$ cat config.mk
export PLATFORM = sky130hd
export DESIGN_NAME = mlut_cell
export DESIGN_NICKNAME = d
export VERILOG_FILES = /design/src/rtl/mlut_pkg.sv /design/src/rtl/mlut_store.sv /design/src/rtl/mlut_cfg.sv /design/src/rtl/mlut_carry.sv /design/src/rtl/mlut_cell.sv
export SDC_FILE = /design/constraint.sdc
export NUM_CORES = 1
export LEC_CHECK = 0
export BUFFER_PORTS_ARGS = -buffer_cell sky130_fd_sc_hd__buf_2
export CORE_ASPECT_RATIO = 0.9
export CORE_MARGIN = 5
export CORE_UTILIZATION = 50
export DETAILED_ROUTE_END_ITERATION = 16
export GPL_TIMING_DRIVEN = 0
export HOLD_SLACK_MARGIN = 0.08
export PLACE_DENSITY = 0.8
export SLEW_MARGIN = 0
export SYNTH_ARGS = -nofsm -noshare
export SYNTH_HDL_FRONTEND = slang
export SYNTH_SLANG_ARGS = --single-unit
$ cat constraint.sdc
create_clock -name clk -period 4.3 [get_ports clk]
set_input_delay 0.86 -clock clk [delete_from_list [all_inputs] [get_ports clk]]
set_output_delay 0.86 -clock clk [all_outputs]
set_load 0.005 [all_outputs]
$ cat src/rtl/mlut_pkg.sv
// Package: shared mode encoding and configuration word layout for the
// multi-mode lookup cell. Assumes a 16-entry table and six control bits.
package mlut_pkg;
    parameter int ADDR_W = 4;
    parameter int DEPTH  = 1 << ADDR_W;
    parameter int CTRL_W = 6;
    parameter int CFG_W  = DEPTH + CTRL_W;

    typedef enum logic [1:0] {
        MODE_LOGIC = 2'b00,
        MODE_RAM   = 2'b01,
        MODE_SHIFT = 2'b10,
        MODE_SPARE = 2'b11
    } mode_e;

    typedef struct packed {
        logic  narrow;
        logic  mux_en;
        logic  mul_en;
        logic  sync_rd;
        mode_e mode;
    } ctrl_t;
endpackage

$ cat src/rtl/mlut_store.sv
// Table storage: 16 bits shared by truth table, memory and shift register.
// Loads serially when cfg_en is high (highest priority), otherwise takes one
// memory write or one shift per enabled edge. Holds the registered read.
// Assumes: ram_we and shift_en are never both high; contents are not reset.
module mlut_store #(
    parameter int ADDR_W = 4,
    parameter int DEPTH  = 1 << ADDR_W,
    parameter int SH_LEN = 8
) (
    input  logic              clk,
    input  logic              rst_n,
    input  logic              cfg_en,
    input  logic              cfg_din,
    input  logic              ram_we,
    input  logic              shift_en,
    input  logic              rd_en,
    input  logic              din,
    input  logic [ADDR_W-1:0] addr,
    output logic [DEPTH-1:0]  tbl_q,
    output logic              rd_q
);
    // Table update: serial load, memory write or shift.
    always_ff @(posedge clk) begin
        if (cfg_en) begin
            tbl_q <= {tbl_q[DEPTH-2:0], cfg_din};
        end else if (ram_we) begin
            tbl_q[addr] <= din;
        end else if (shift_en) begin
            tbl_q[SH_LEN-1:0] <= {tbl_q[SH_LEN-2:0], din};
        end
    end

    // Registered read: samples the pre-write value; cleared by reset.
    always_ff @(posedge clk) begin
        if (!rst_n) begin
            rd_q <= 1'b0;
        end else if (rd_en) begin
            rd_q <= tbl_q[addr];
        end
    end
endmodule

$ cat src/rtl/mlut_cfg.sv
// Control bits of the configuration chain. The chain continues from the top
// bit of the table, so the full word is {ctrl, table}, sent MSB first.
// Assumes: shifted only while cfg_en is high; not reset.
module mlut_cfg #(
    parameter int CTRL_W = 6
) (
    input  logic              clk,
    input  logic              cfg_en,
    input  logic              chain_in,
    output logic [CTRL_W-1:0] ctrl_q
);
    // Shift control bits while configuration is enabled.
    always_ff @(posedge clk) begin
        if (cfg_en) begin
            ctrl_q <= {ctrl_q[CTRL_W-2:0], chain_in};
        end
    end
endmodule

$ cat src/rtl/mlut_carry.sv
// One-bit full-adder carry generator. With mul_en set, the AND of two inputs
// replaces operand A so the cell adds a partial-product bit.
// Assumes: purely combinational, active in every mode.
module mlut_carry (
    input  logic a_in,
    input  logic and_in,
    input  logic b_in,
    input  logic mul_en,
    input  logic cin,
    output logic sum,
    output logic cout
);
    logic op_a;

    // Pick operand A and form sum and carry.
    always_comb begin
        op_a = mul_en ? (a_in & and_in) : a_in;
        sum  = op_a ^ b_in ^ cin;
        cout = (op_a & b_in) | (op_a & cin) | (b_in & cin);
    end
endmodule

$ cat src/rtl/mlut_cell.sv
// Top of the multi-mode lookup cell: decodes the mode, steers the cell inputs
// to storage, carry logic and output muxes. Assumes the configuration is
// loaded before use and the mode field is static while cfg_en is low.
module mlut_cell
    import mlut_pkg::*;
#(
    parameter int IN_W   = 5,
    parameter int SH_LEN = 8
) (
    input  logic            clk,
    input  logic            rst_n,
    input  logic            ce_i,
    input  logic            sr_i,
    input  logic            cfg_en_i,
    input  logic            cfg_din_i,
    input  logic [IN_W-1:0] in_i,
    input  logic            cin_i,
    output logic            lut_o,
    output logic            sum_o,
    output logic            cout_o,
    output logic            cascade_o,
    output logic [1:0]      ft23_o,
    output logic            ft4_o
);
    localparam int TAP_W   = $clog2(SH_LEN);
    localparam int TAP_MAX = SH_LEN - 1;

    logic [DEPTH-1:0]  tbl;
    logic [CTRL_W-1:0] ctrl_raw;
    ctrl_t             ctrl;
    logic              rd_q;
    logic              is_logic, is_ram, is_shift;
    logic              ram_we, shift_en;
    logic [ADDR_W-1:0] addr, lidx;
    logic [TAP_W-1:0]  tap;
    logic              lut_raw;

    assign ctrl = ctrl_t'(ctrl_raw);
    assign addr = in_i[ADDR_W-1:0];

    // Decode the mode and the storage strobes.
    always_comb begin
        is_ram   = (ctrl.mode == MODE_RAM);
        is_shift = (ctrl.mode == MODE_SHIFT);
        is_logic = !is_ram && !is_shift;
        ram_we   = is_ram && ce_i && sr_i && !cfg_en_i;
        shift_en = is_shift && ce_i && !cfg_en_i;
    end

    mlut_store #(.ADDR_W(ADDR_W), .DEPTH(DEPTH), .SH_LEN(SH_LEN)) u_store (
        .clk      (clk),
        .rst_n    (rst_n),
        .cfg_en   (cfg_en_i),
        .cfg_din  (cfg_din_i),
        .ram_we   (ram_we),
        .shift_en (shift_en),
        .rd_en    (ce_i),
        .din      (in_i[4]),
        .addr     (addr),
        .tbl_q    (tbl),
        .rd_q     (rd_q)
    );

    mlut_cfg #(.CTRL_W(CTRL_W)) u_cfg (
        .clk      (clk),
        .cfg_en   (cfg_en_i),
        .chain_in (tbl[DEPTH-1]),
        .ctrl_q   (ctrl_raw)
    );

    mlut_carry u_carry (
        .a_in   (in_i[0]),
        .and_in (in_i[1]),
        .b_in   (in_i[3]),
        .mul_en (ctrl.mul_en),
        .cin    (cin_i),
        .sum    (sum_o),
        .cout   (cout_o)
    );

    // Logic-mode index and shift tap clamp.
    always_comb begin
        lidx = ctrl.narrow ? {{(ADDR_W-2){1'b0}}, addr[1:0]} : addr;
        if (int'(addr) > TAP_MAX) begin
            tap = TAP_W'(TAP_MAX);
        end else begin
            tap = addr[TAP_W-1:0];
        end
    end

    // Output selection per mode.
    always_comb begin
        lut_raw = tbl[lidx];
        if (is_ram) begin
            lut_o = ctrl.sync_rd ? rd_q : tbl[addr];
        end else if (is_shift) begin
            lut_o = tbl[tap];
        end else if (ctrl.mux_en && in_i[4]) begin
            lut_o = cin_i;
        end else begin
            lut_o = lut_raw;
        end
        cascade_o = is_shift ? tbl[TAP_MAX] : 1'b0;
        ft23_o    = (is_logic && ctrl.narrow) ? in_i[3:2] : 2'b00;
        ft4_o     = (is_logic && !ctrl.mux_en) ? in_i[4] : 1'b0;
    end
endmodule

==> reports/results.txt <==
fin crit share: 79.23%
Worst EP required: 3.44 ns
critical path arrival: 2.55 ns
Critical R2R Launch: u_cfg.ctrl_q[0]
number of hold violations in the final report: 0
worst vdd ir: 0.0001565 V
1st-iter DRT viols: 169
most common cell after layout, fill and taps aside: nand2_1
hold path startpoint: u_store.tbl_q[15]
static leakage: 0.6987 nW
crit end category: primary output
drt via density: 6.108
synth unique cells: 38
skew final: 0.006469 ns
Synth Area in XOR/XNOR: 0%
most frequent cells in the layout: nand2_1 (26), edfxtp_1 (22), buf_2 (21), nor2_1 (16), o31ai_1 (12)
PostCTS Resize Cnt: 0
hold crit path type: register to register
Post-Syn Nets: 175
cell count after synthesis: 160
Worst Setup Start Kind: input pin
mux cell area share after synthesis: 7.311%
Slew @ Worst Pin: 0.5634 ns
CP cell instances: buf_2 -> buf_2 -> buf_1 -> o21ai_0 -> fa_1 -> inv_1 -> buf_2
worst flop-to-flop path endpoint: u_store.tbl_q[2]
WL/cell: 17.52 um
crit path max-delay cell type: fa_1
final instance area: 0.001705 mm2
Core ar.: 0.003019 mm2
postcts setup bufs: 0
most common flop cell mapped by yosys: edfxtp_1
Worst Path Max Fanout: 10
CP peak stage delay: 0.53 ns
P per Cell Area: 286.8 mW/mm2
grt total ovfl: 0
status: finished, final reports clean
EDFF count, synth: 22
Post-DP HPWL: 2900 um
row cnt: 19
Synth warnings: 0
CTS tree: built
sequential share of the synthesized area: 44.19%
Crit Path Class: input pin to primary output
reg2reg path depth: 6
Cells on Worst Hold Path: 0
CTS Buf Count: 3
Vias: 1,362
CTS clk-pin slew, worst paths: 0.13 ns
Slew headroom: 62.30%
vias in the first global route: 1,288
Max Slew Vio Count: 0
number of nets with antenna violations after routing: 0
largest net degree at the start of global routing: 14
P&R area growth vs syn: 10.72%
Hold Buf Count CTS: 0
first-pass GRT wire length: 6320 um
# port buffers: 17
Compound-Gate Fraction of Synth Area: 21.69%
initial antenna violation count: 0
die area: 0.004292 mm2
combinational family with the most area after synthesis: compound AO/OA/AOI/OAI gates
Bufs on Longest Clock Path: 2
mapped cell area: 0.001540 mm2
Die X: 68.51 um
I/O pin count: 19
total track usage: 19.36%
Synth Register Bits: 23
Routed WL: 3908 um
H-tree levels: 1
unrepaired setup endpoints after global routing: false
Die Y: 62.66 um
clk_lat worst skew: 0.32 ns
Ant. Diodes: 0
Period minus WS final: 3.407 ns
max-cap violations: 0
Worst Hold Path EP: u_cfg.ctrl_q[0]
post-layout util: 56.49%
Synth async-reset ratio: 0%
Starting Density: 51.02%
Root Buffer: clkbuf_4
placed cell area: 0.001678 mm2
Most Frequent Cell on Critical Path: buf_2
Final #Nets: 197
GP Congestion: 0.8525
setup tns final: 0 ns
Final Setup Violations: 0
simple-gate area share of the yosys netlist: 18.20%
first drt pass iteration count: 5
Avg Inst Size Synth: 9.626 um2
fill cell count: 269
Synth Area in Adders: 2.924%
DRC violations left: 0
f_max: 293.5 MHz
R2R Setup Slk: 2.32 ns
Clock Sinks: 23
fraction of layout cells with a size suffix above 1: 19.34%
-- cell type report --
type	instances	area [um2]	area share, %
inverters	8	30.03	1.761
flip-flops and latches	23	680.7	39.91
clock inverters	1	5.005	0.2935
well taps	42	52.55	3.081
plain buffers	12	57.56	3.375
multi-input cells	117	772.0	45.27
repair buffers	17	85.08	4.989
clock buffers	3	22.52	1.321
-- cell families (layout without fill, tap and decap cells) --
| kind of cell | count (synthesis) | count (layout) |
|---|---|---|
| AND/OR/NAND/NOR | 61 | 61 |
| AO/OA/AOI/OAI | 47 | 47 |
| flip-flops | 23 | 23 |
| buffers and inverters | 20 | 41 |
| multiplexers | 6 | 6 |
| adder cells (fa/ha/maj) | 3 | 3 |
-- report_power, final --
| group | total [W] | switching, W | internal, W | leakage (nW) |
|---|---|---|---|---|
| logic | 0.000106 | 0.0000611 | 0.0000446 | 0.452 |
| registers | 0.000279 | 0.0000123 | 0.000267 | 0.229 |
| clock network | 0.000104 | 0.0000693 | 0.0000349 | 0.0177 |
-- worst max-delay path by stage --
| stage | start | end | cells after the start |
|---|---|---|---|
| after floorplan | in_i[0] | sum_o | 5 |
| after global placement | in_i[0] | sum_o | 7 |
| after CTS | in_i[0] | sum_o | 7 |
| after global routing | in_i[0] | sum_o | 7 |
| final | in_i[0] | sum_o | 7 |
| after detailed placement | in_i[0] | sum_o | 7 |
-- cell usage after synthesis (3+ instances only) --
| library cell | n | share of area [%] |
|---|---|---|
| nand2_1 | 26 | 6.3 |
| edfxtp_1 | 22 | 43 |
| nor2_1 | 16 | 3.9 |
| o31ai_1 | 12 | 5.8 |
| inv_1 | 8 | 1.9 |
| a21oi_1 | 7 | 2.3 |
| a21o_1 | 6 | 2.9 |
| o21ai_0 | 6 | 1.9 |
| clkbuf_1 | 5 | 1.2 |
| buf_2 | 4 | 1.3 |
| mux4_2 | 4 | 5.8 |
| a31oi_1 | 3 | 1.2 |
| and2_1 | 3 | 1.2 |
| o41ai_1 | 3 | 1.7 |
-- worst max-delay path: cells and delay by family --
kind	cells	cell delay (ns)
buffers and inverters	5	0.93
adder cells (fa/ha/maj)	1	0.53
AO/OA/AOI/OAI	1	0.22
-- state kept, by name, indices dropped and copies added (netlist names) --
signal / count
u_store.tbl_q: 16
u_cfg.ctrl_q: 6
u_store.rd_q: 1
-- stage by stage --
step | power [W] | setup slack [ns] | hold WS [ns] | cells
after floorplan | 0.0003498 | 1.470 | 0.4209 | 160
after global placement | 0.0003820 | 0.9652 | 0.4321 | 219
after detailed placement | 0.0003870 | 0.9415 | 0.4384 | 219
after CTS | 0.0004880 | 0.9394 | 0.4695 | 223
after global routing | 0.0005150 | 0.8240 | 0.4986 | 223
final | 0.0004891 | 0.8931 | 0.4654 | 223
-- metal layers --
layer	global-route usage (%)	up-vias	part of all wire [%]
met5	0	-	0
met4	5.211	0	1.4
met3	2.878	11	9.6
met2	29.80	88	46
met1	28.03	622	43
li1	-	641	-
(Power assumes the default switching activity.)
